$ cat src/rtl/dbi_route_pkg.sv
package dbi_route_pkg;
  localparam logic [1:0] RSP_OKAY   = 2'b00;
  localparam logic [1:0] RSP_EXOKAY = 2'b01;
  localparam logic [1:0] RSP_SLVERR = 2'b10;
endpackage

$ cat src/rtl/rs_fifo.sv
module rs_fifo #(
  parameter int W     = 8,
  parameter int DEPTH = 4
) (
  input  logic         clk,
  input  logic         rst_n,
  input  logic         push,
  input  logic [W-1:0] din,
  input  logic         pop,
  output logic [W-1:0] dout,
  output logic         full,
  output logic         empty
);
  localparam int PW = (DEPTH > 1) ? $clog2(DEPTH) : 1;
  localparam int CW = $clog2(DEPTH + 1);

  logic [W-1:0]  mem [DEPTH];
  logic [PW-1:0] wr_ptr, rd_ptr;
  logic [CW-1:0] cnt;

  assign full  = (cnt == CW'(DEPTH));
  assign empty = (cnt == '0);
  assign dout  = mem[rd_ptr];

  function automatic logic [PW-1:0] nxt(input logic [PW-1:0] p);
    return (p == PW'(DEPTH - 1)) ? '0 : p + 1'b1;
  endfunction

  always_ff @(posedge clk) begin
    if (push) mem[wr_ptr] <= din;
  end

  always_ff @(posedge clk) begin
    if (!rst_n) begin
      wr_ptr <= '0;
      rd_ptr <= '0;
      cnt    <= '0;
    end else begin
      if (push) wr_ptr <= nxt(wr_ptr);
      if (pop)  rd_ptr <= nxt(rd_ptr);
      case ({push, pop})
        2'b10:   cnt <= cnt + 1'b1;
        2'b01:   cnt <= cnt - 1'b1;
        default: cnt <= cnt;
      endcase
    end
  end

  // order storage never overflows or underflows
  a_r7_no_overflow: assert property (@(posedge clk) disable iff (!rst_n) push |-> (!full || pop));
  a_r7_no_underflow: assert property (@(posedge clk) disable iff (!rst_n) pop |-> !empty);
endmodule

$ cat src/rtl/rs_chan.sv
module rs_chan #(
  parameter int REQ_W = 32,
  parameter int RSP_W = 2,
  parameter int DEPTH = 4
) (
  input  logic             clk,
  input  logic             rst_n,
  input  logic             s_req_valid,
  input  logic             s_req_route,
  input  logic [REQ_W-1:0] s_req_pay,
  output logic             s_req_ready,
  output logic             m_req_valid,
  input  logic             m_req_ready,
  output logic [REQ_W-1:0] m_req_pay,
  output logic             loc_fire,
  input  logic [RSP_W-1:0] loc_rsp,
  input  logic             m_rsp_valid,
  output logic             m_rsp_ready,
  input  logic [RSP_W-1:0] m_rsp_pay,
  output logic             s_rsp_valid,
  input  logic             s_rsp_ready,
  output logic [RSP_W-1:0] s_rsp_pay
);
  logic ord_full, ord_empty, ord_head;
  logic loc_full, loc_empty;
  logic [RSP_W-1:0] loc_head;
  logic acc, deliver;

  assign s_req_ready = !ord_full && (s_req_route ? !loc_full : m_req_ready);
  assign m_req_valid = s_req_valid && !s_req_route && !ord_full;
  assign m_req_pay   = s_req_pay;
  assign acc         = s_req_valid && s_req_ready;
  assign loc_fire    = acc && s_req_route;

  assign s_rsp_valid = !ord_empty && (ord_head ? !loc_empty : m_rsp_valid);
  assign s_rsp_pay   = ord_head ? loc_head : m_rsp_pay;
  assign m_rsp_ready = !ord_empty && !ord_head && s_rsp_ready;
  assign deliver     = s_rsp_valid && s_rsp_ready;

  rs_fifo #(.W(1), .DEPTH(DEPTH)) u_order (
    .clk(clk), .rst_n(rst_n), .push(acc), .din(s_req_route), .pop(deliver),
    .dout(ord_head), .full(ord_full), .empty(ord_empty)
  );

  rs_fifo #(.W(RSP_W), .DEPTH(DEPTH)) u_lrsp (
    .clk(clk), .rst_n(rst_n), .push(loc_fire), .din(loc_rsp), .pop(deliver && ord_head),
    .dout(loc_head), .full(loc_full), .empty(loc_empty)
  );

  // a response not taken is held with stable payload
  a_r9_rsp_hold: assert property (@(posedge clk) disable iff (!rst_n)
    (s_rsp_valid && !s_rsp_ready) |=> (s_rsp_valid && $stable(s_rsp_pay)));
  // an outbound response is only taken when it is passed to the initiator
  a_r7_ob_passthru: assert property (@(posedge clk) disable iff (!rst_n)
    (m_rsp_valid && m_rsp_ready) |-> (s_rsp_valid && s_rsp_pay == m_rsp_pay));
  // outbound back-pressure blocks an outbound request
  a_r9_ob_backpressure: assert property (@(posedge clk) disable iff (!rst_n)
    (s_req_valid && !s_req_route && !m_req_ready) |-> !s_req_ready);
endmodule

$ cat src/rtl/rs_regbank.sv
module rs_regbank
  import dbi_route_pkg::*;
#(
  parameter int DW    = 32,
  parameter int IDX_W = 10,
  parameter int NREG  = 8,
  parameter int SREG  = 4
) (
  input  logic             clk,
  input  logic             rst_n,
  input  logic             wr_en,
  input  logic             wr_sel,
  input  logic [IDX_W-1:0] wr_idx,
  input  logic [DW-1:0]    wr_data,
  output logic [1:0]       wr_resp,
  input  logic             rd_sel,
  input  logic [IDX_W-1:0] rd_idx,
  output logic [DW-1:0]    rd_data,
  output logic [1:0]       rd_resp
);
  logic [NREG-1:0][DW-1:0] norm_q;
  logic [SREG-1:0][DW-1:0] shad_q;
  logic wr_hit;

  assign wr_hit  = wr_sel ? (int'(wr_idx) < SREG) : (int'(wr_idx) < NREG);
  assign wr_resp = wr_hit ? RSP_OKAY : RSP_SLVERR;

  for (genvar g = 0; g < NREG; g++) begin : g_norm
    always_ff @(posedge clk) begin
      if (!rst_n) norm_q[g] <= '0;
      else if (wr_en && !wr_sel && wr_idx == IDX_W'(g)) norm_q[g] <= wr_data;
    end
  end

  for (genvar g = 0; g < SREG; g++) begin : g_shad
    always_ff @(posedge clk) begin
      if (!rst_n) shad_q[g] <= '0;
      else if (wr_en && wr_sel && wr_idx == IDX_W'(g)) shad_q[g] <= wr_data;
    end
  end

  always_comb begin
    rd_data = '1;
    rd_resp = RSP_SLVERR;
    if (rd_sel) begin
      for (int i = 0; i < SREG; i++) begin
        if (rd_idx == IDX_W'(i)) begin
          rd_data = shad_q[i];
          rd_resp = RSP_OKAY;
        end
      end
    end else begin
      for (int i = 0; i < NREG; i++) begin
        if (rd_idx == IDX_W'(i)) begin
          rd_data = norm_q[i];
          rd_resp = RSP_OKAY;
        end
      end
    end
  end

  // the shadow bank changes only on a local write with CS2 set
  a_r6_shadow_guard: assert property (@(posedge clk) disable iff (!rst_n)
    !(wr_en && wr_sel) |=> $stable(shad_q));
  // an unmapped write leaves both banks untouched
  a_r8_unmapped_noeffect: assert property (@(posedge clk) disable iff (!rst_n)
    (wr_en && wr_resp == RSP_SLVERR) |=> ($stable(shad_q) && $stable(norm_q)));
endmodule

$ cat src/rtl/dbi_route_switch.sv
module dbi_route_switch
  import dbi_route_pkg::*;
#(
  parameter int ADDR_W    = 32,
  parameter int DATA_W    = 32,
  parameter int MISC_W    = 24,
  parameter int ROUTE_BIT = 21,
  parameter int CS2_BIT   = 12,
  parameter int NREG      = 8,
  parameter int SREG      = 4,
  parameter int DEPTH     = 4
) (
  input  logic              clk,
  input  logic              rst_n,
  input  logic              s_wr_valid,
  output logic              s_wr_ready,
  input  logic [ADDR_W-1:0] s_wr_addr,
  input  logic [DATA_W-1:0] s_wr_data,
  input  logic [MISC_W-1:0] s_wr_misc,
  output logic              s_wb_valid,
  input  logic              s_wb_ready,
  output logic [1:0]        s_wb_resp,
  input  logic              s_rd_valid,
  output logic              s_rd_ready,
  input  logic [ADDR_W-1:0] s_rd_addr,
  input  logic [MISC_W-1:0] s_rd_misc,
  output logic              s_rr_valid,
  input  logic              s_rr_ready,
  output logic [DATA_W-1:0] s_rr_data,
  output logic [1:0]        s_rr_resp,
  output logic              m_wr_valid,
  input  logic              m_wr_ready,
  output logic [ADDR_W-1:0] m_wr_addr,
  output logic [DATA_W-1:0] m_wr_data,
  input  logic              m_wb_valid,
  output logic              m_wb_ready,
  input  logic [1:0]        m_wb_resp,
  output logic              m_rd_valid,
  input  logic              m_rd_ready,
  output logic [ADDR_W-1:0] m_rd_addr,
  input  logic              m_rr_valid,
  output logic              m_rr_ready,
  input  logic [DATA_W-1:0] m_rr_data,
  input  logic [1:0]        m_rr_resp
);
  localparam int IDX_W  = CS2_BIT - 2;
  localparam int WREQ_W = ADDR_W + DATA_W;
  localparam int RRSP_W = DATA_W + 2;

  logic wr_route, rd_route;
  logic wr_loc_fire, rd_loc_fire;
  logic [1:0] loc_wr_resp, loc_rd_resp;
  logic [DATA_W-1:0] loc_rd_data;
  logic [WREQ_W-1:0] m_wr_pay;
  logic [RRSP_W-1:0] s_rr_pay;
  logic unused_bits;

  assign wr_route = s_wr_misc[ROUTE_BIT];
  assign rd_route = s_rd_misc[ROUTE_BIT];
  assign unused_bits = ^{s_wr_misc, s_rd_misc, s_wr_addr[ADDR_W-1:CS2_BIT+1],
                         s_wr_addr[1:0], s_rd_addr[ADDR_W-1:CS2_BIT+1], s_rd_addr[1:0]};

  rs_chan #(.REQ_W(WREQ_W), .RSP_W(2), .DEPTH(DEPTH)) u_wchan (
    .clk(clk), .rst_n(rst_n),
    .s_req_valid(s_wr_valid), .s_req_route(wr_route), .s_req_pay({s_wr_addr, s_wr_data}),
    .s_req_ready(s_wr_ready),
    .m_req_valid(m_wr_valid), .m_req_ready(m_wr_ready), .m_req_pay(m_wr_pay),
    .loc_fire(wr_loc_fire), .loc_rsp(loc_wr_resp),
    .m_rsp_valid(m_wb_valid), .m_rsp_ready(m_wb_ready), .m_rsp_pay(m_wb_resp),
    .s_rsp_valid(s_wb_valid), .s_rsp_ready(s_wb_ready), .s_rsp_pay(s_wb_resp)
  );
  assign m_wr_addr = m_wr_pay[WREQ_W-1:DATA_W];
  assign m_wr_data = m_wr_pay[DATA_W-1:0];

  rs_chan #(.REQ_W(ADDR_W), .RSP_W(RRSP_W), .DEPTH(DEPTH)) u_rchan (
    .clk(clk), .rst_n(rst_n),
    .s_req_valid(s_rd_valid), .s_req_route(rd_route), .s_req_pay(s_rd_addr),
    .s_req_ready(s_rd_ready),
    .m_req_valid(m_rd_valid), .m_req_ready(m_rd_ready), .m_req_pay(m_rd_addr),
    .loc_fire(rd_loc_fire), .loc_rsp({loc_rd_data, loc_rd_resp}),
    .m_rsp_valid(m_rr_valid), .m_rsp_ready(m_rr_ready), .m_rsp_pay({m_rr_data, m_rr_resp}),
    .s_rsp_valid(s_rr_valid), .s_rsp_ready(s_rr_ready), .s_rsp_pay(s_rr_pay)
  );
  assign s_rr_data = s_rr_pay[RRSP_W-1:2];
  assign s_rr_resp = s_rr_pay[1:0];

  rs_regbank #(.DW(DATA_W), .IDX_W(IDX_W), .NREG(NREG), .SREG(SREG)) u_bank (
    .clk(clk), .rst_n(rst_n),
    .wr_en(wr_loc_fire), .wr_sel(s_wr_addr[CS2_BIT]), .wr_idx(s_wr_addr[CS2_BIT-1:2]),
    .wr_data(s_wr_data), .wr_resp(loc_wr_resp),
    .rd_sel(s_rd_addr[CS2_BIT]), .rd_idx(s_rd_addr[CS2_BIT-1:2]),
    .rd_data(loc_rd_data), .rd_resp(loc_rd_resp)
  );

  // a locally routed read is never presented outbound
  a_r1_rd_local_held: assert property (@(posedge clk) disable iff (!rst_n)
    (s_rd_valid && rd_route) |-> !m_rd_valid);
  // a locally routed write is never presented outbound
  a_r2_wr_local_held: assert property (@(posedge clk) disable iff (!rst_n)
    (s_wr_valid && wr_route) |-> !m_wr_valid);
  // outbound request carries the initiator address unchanged
  a_r3_rd_addr_pass: assert property (@(posedge clk) disable iff (!rst_n)
    m_rd_valid |-> (s_rd_valid && m_rd_addr == s_rd_addr));
endmodule

$ cat config.mk
export PLATFORM = sky130hd
export DESIGN_NAME = dbi_route_switch
export DESIGN_NICKNAME = d
export VERILOG_FILES = /design/src/rtl/dbi_route_pkg.sv /design/src/rtl/rs_fifo.sv /design/src/rtl/rs_chan.sv /design/src/rtl/rs_regbank.sv /design/src/rtl/dbi_route_switch.sv
export SDC_FILE = /design/constraint.sdc
export NUM_CORES = 1
export LEC_CHECK = 0
export ABC_CLOCK_PERIOD_IN_PS = 2470
export BUFFER_PORTS_ARGS = -buffer_cell sky130_fd_sc_hd__buf_2
export CAP_MARGIN = 15
export CORE_MARGIN = 2
export CORE_UTILIZATION = 53
export DETAILED_ROUTE_END_ITERATION = 16
export GPL_ROUTABILITY_DRIVEN = 0
export PLACE_DENSITY = 0.83
export RECOVER_POWER = 100
export SLEW_MARGIN = 10
export SYNTH_ARGS = -nofsm -noshare
export SYNTH_HDL_FRONTEND = slang
export SYNTH_SLANG_ARGS = --single-unit
$ cat constraint.sdc
create_clock -name clk -period 2.47 [get_ports clk]
set_input_delay 0.3705 -clock clk [delete_from_list [all_inputs] [get_ports clk]]
set_output_delay 0.3705 -clock clk [all_outputs]
set_load 0.05 [all_outputs]
==> flow_summary.ini <==
[die]
core_region_um2 = 49050
floorplan.die.height_um = 227.0
die_x_um = 227.0
placement_rows = 81
io_pins = 330
initial_core_util_pct = 53.74
fp.dieArea_um2 = 51540

[sta]
period_needed_ns = 2.673
slew_headroom_pct = 49.97
setup_viol = 37
hold_violations = 0
final.period_utilization_pct = 108.2
setup_repair_after_global_routing_missed_its_margin = true
timing.fmax_ghz = 0.3741
final.setup.tns_ns = -5.453
worst_pin_slew_ns = 0.7505
setup_slack_ns = -0.2028
finalClockSkew_ns = 0.02440
hold-worst-slack_ns = 0.2202
final_max_slew_viol_count = 0

[synthesis]
post_synthesis_instance_area_um2 = 26360
synthesis.nets = 2668
synthTopCellsByArea = sky130_fd_sc_hd__dfxtp_1 (32%), sky130_fd_sc_hd__mux2i_1 (18%), sky130_fd_sc_hd__edfxtp_1 (16%)
ys_seq_area_share_pct = 48.30
synth-warning-count = 0
netlist.area_leader.share_pct = 31.90
postSynthCellCount = 2450
synthFlopType = sky130_fd_sc_hd__dfxtp_1
synthTopCellsByCount = sky130_fd_sc_hd__mux2i_1 (461), sky130_fd_sc_hd__nand2_1 (439), sky130_fd_sc_hd__dfxtp_1 (420)
synth_edf_count = 144
synth.largest_area_cell = sky130_fd_sc_hd__dfxtp_1
postSynthAreaPerCell_um2 = 10.76
yosysUniqueCellTypes = 55
synth_async_sr_flop_share_pct = 0
synthMostInstantiatedCell = sky130_fd_sc_hd__mux2i_1
ys_ff_latch = 564

[clock_tree]
tritoncts = done
cts_hold_buffers_added = 0
tritoncts_num_sinks = 564
htree_levels = 2
tritoncts.num_buffers = 53
cts_buffer_depth = 3
cts.clk_slew.worst_paths_ns = 0.07
cts-root-buf = sky130_fd_sc_hd__clkbuf_16
insertion_delay_ns = 0.59

[layout]
final_area_um2 = 30110
final_layout_size_suffix_gt1_share_pct = 19.63
n_antenna_cell = 0
finish.cell_count_without_fillers = 3232
area_growth_syn_to_layout_pct = 14.21
layout.nets = 2744
finish.utilization_pct = 61.38

[power]
leakage_nw = 11.48
totalPowerFinal_mw = 20.38
swShare_pct = 24.42
sequentialPowerShare_pct = 47.0
p_switching_mw = 4.977
comb_power_share_pct = 10.3
vdd_ir_drop_max_mv = 0.3583
internal-power_mw = 15.41
power-per-cell-area_nw_per_um2 = 677.1
power.clock.fraction_pct = 42.8

[placed_design]
placedCellCount = 3121
placement.io_buffers = 199
place_area_um2 = 27780
post-place-ws_ns = -0.1113
dpl.hpwl_um = 40410

[global_routing]
number_of_global_route_vias_before_repair = 19403
grt_pass1_wl_um = 104300
track_usage_pct = 25.69
antenna_found_initial = 0
gr-total-overflow = 0
grt_start_max_net_pins = 58

[worst_setup_path]
worstPathBufferInverterCount = 2
timing_worst_setup_path_type = reg2out
timing.critical_path.max_delay_family = multiplexers
cp_data_required_time_ns = 2.10
crit_fanout = 5
critical_path.startpoint_type = flip-flop
cpMaxStageDelayCell = sky130_fd_sc_hd__mux4_2
worst_ep_arrival_time_ns = 2.30
critical_path.cell_chain = clkbuf_16, mux4_2, mux2_2, buf_6
largest_stage_delay_worst_path_ns = 0.53
worstSetupEndpointType = output port

[status]
violated_checks = setup timing
run_status = complete, but fails checks

[routing]
drt-vias-per-instance = 5.986
post-route-drc-count = 0
dr.first_iter.drc_count = 1864
dr.pass1.iters = 5
dr_total_vias = 19346
final_antenna_net_count = 0
routedWlPerCell_um = 21.33
drt_wl_total_um = 68950

[flow_run]
max_cap_viol_count = 0

[worst_hold_path]
min-delay-path-class = in2reg
## area by class of cell
type / count / area [µm²]
inverter: 30 / 115.1
timing repair buffer: 331 / 2646
tap: 664 / 830.8
clock inverter: 35 / 470.5
multi-input combinational: 1546 / 11930
fill: 3594 / 18950
sequential: 564 / 12740
clock buffer: 62 / 1380
## worst paths after layout
| path | from | to | slack, ns | cells past startpoint |
|---|---|---|---|---|
| setup / recovery | flip-flop | s_rr_data[28] | -0.20 | 4 |
| hold reg to reg | u_bank.norm_q[170] | u_bank.norm_q[170] | 0.45 | 2 |
| setup reg to reg | u_rchan.u_order.mem[3] | u_rchan.u_order.cnt[2] | -0.13 | 10 |
| hold / removal | rst_n | u_bank.norm_q[16] | 0.22 | 3 |
## cell families (layout without fill, tap and decap cells)
group,Yosys count,after routing,synth area share [%]
AOI/OAI and AO/OA,119,119,3.166
xor gates and xnor gates,8,8,0.2658
adders and majority gates,28,28,1.443
buffers and inverters,340,458,6.949
DFF,564,564,48.30
muxes,563,563,24.77
and+or+nand+nor,828,828,15.11
## layer usage
metal | wire length, µm | track usage [%] | part of all wire (%)
met3 | 5834 | 4.633 | 8.5
met5 | 0 | 0 | 0
met2 | 33890 | 44.36 | 49
met1 | 26900 | 32.00 | 39
met4 | 2323 | 10.10 | 3.4
## power by group through the flow
| stage | logic [mW] | clock network [mW] | registers, mW |
|---|---|---|---|
| after floorplan | 1.55 | 0 | 9.76 |
| after detailed placement | 1.84 | 0 | 9.77 |
| after global routing | 2.20 | 9.14 | 9.58 |
| after global placement | 1.79 | 0 | 9.76 |
| final | 2.09 | 8.72 | 9.57 |
| after CTS | 1.97 | 8.76 | 9.57 |
## sequential cells by signal, summed over array words and instances, names as in the netlist, 3 cells and up, named ones only
register             flops
u_bank.norm_q          256
u_rchan.u_lrsp.mem     132
u_bank.shad_q          128
u_rchan.u_order.mem      4
u_wchan.u_lrsp.mem       4
u_wchan.u_order.mem      4
u_rchan.u_lrsp.cnt       3
u_rchan.u_order.cnt      3
u_wchan.u_lrsp.cnt       3
u_wchan.u_order.cnt      3
## tightest hold or removal path, delay by kind of cell
kind / cells / cell delay [ns]
buffers and inverters: 1 / 0.20
AND/OR/NAND/NOR: 1 / 0.11
multiplexers: 1 / 0.05
## layout by cell type, fill, tap and decap left out, types with 5 or more instances in the layout
cell                        instances
sky130_fd_sc_hd__buf_12            27
sky130_fd_sc_hd__nor2b_1            6
sky130_fd_sc_hd__mux2_2            26
sky130_fd_sc_hd__a311oi_1          32
sky130_fd_sc_hd__clkinv_2          12
sky130_fd_sc_hd__dfxtp_1          418
sky130_fd_sc_hd__a21boi_0           5
sky130_fd_sc_hd__ha_1              20
sky130_fd_sc_hd__buf_2            101
sky130_fd_sc_hd__edfxtp_1         144
sky130_fd_sc_hd__clkbuf_1          65
sky130_fd_sc_hd__buf_4             96
sky130_fd_sc_hd__nand3_1          100
sky130_fd_sc_hd__mux2_4             8
sky130_fd_sc_hd__nor2_1            44
sky130_fd_sc_hd__a211oi_1          31
sky130_fd_sc_hd__inv_1             26
sky130_fd_sc_hd__or3_1              8
sky130_fd_sc_hd__nor3_1            68
sky130_fd_sc_hd__or4_1             32
sky130_fd_sc_hd__nand3b_1          32
sky130_fd_sc_hd__buf_6             37
sky130_fd_sc_hd__o21ai_0            8
sky130_fd_sc_hd__mux2i_1          460
sky130_fd_sc_hd__nor3_4             6
sky130_fd_sc_hd__clkbuf_16         57
sky130_fd_sc_hd__buf_8              6
sky130_fd_sc_hd__nand2b_1          37
sky130_fd_sc_hd__nand2_1          439
sky130_fd_sc_hd__and2_1            19
sky130_fd_sc_hd__mux4_2            68
sky130_fd_sc_hd__a21oi_1           33
sky130_fd_sc_hd__bufinv_16         11
## timing repair
item / in CTS / in global routing
gates cloned: 2 / 5
gates resized for setup: 80 / 36
setup endpoints to repair: 38 / 42
pin swaps: 4 / 5
buffers inserted: 2 / 5
Note: power is estimated with default switching activity, not from simulation.
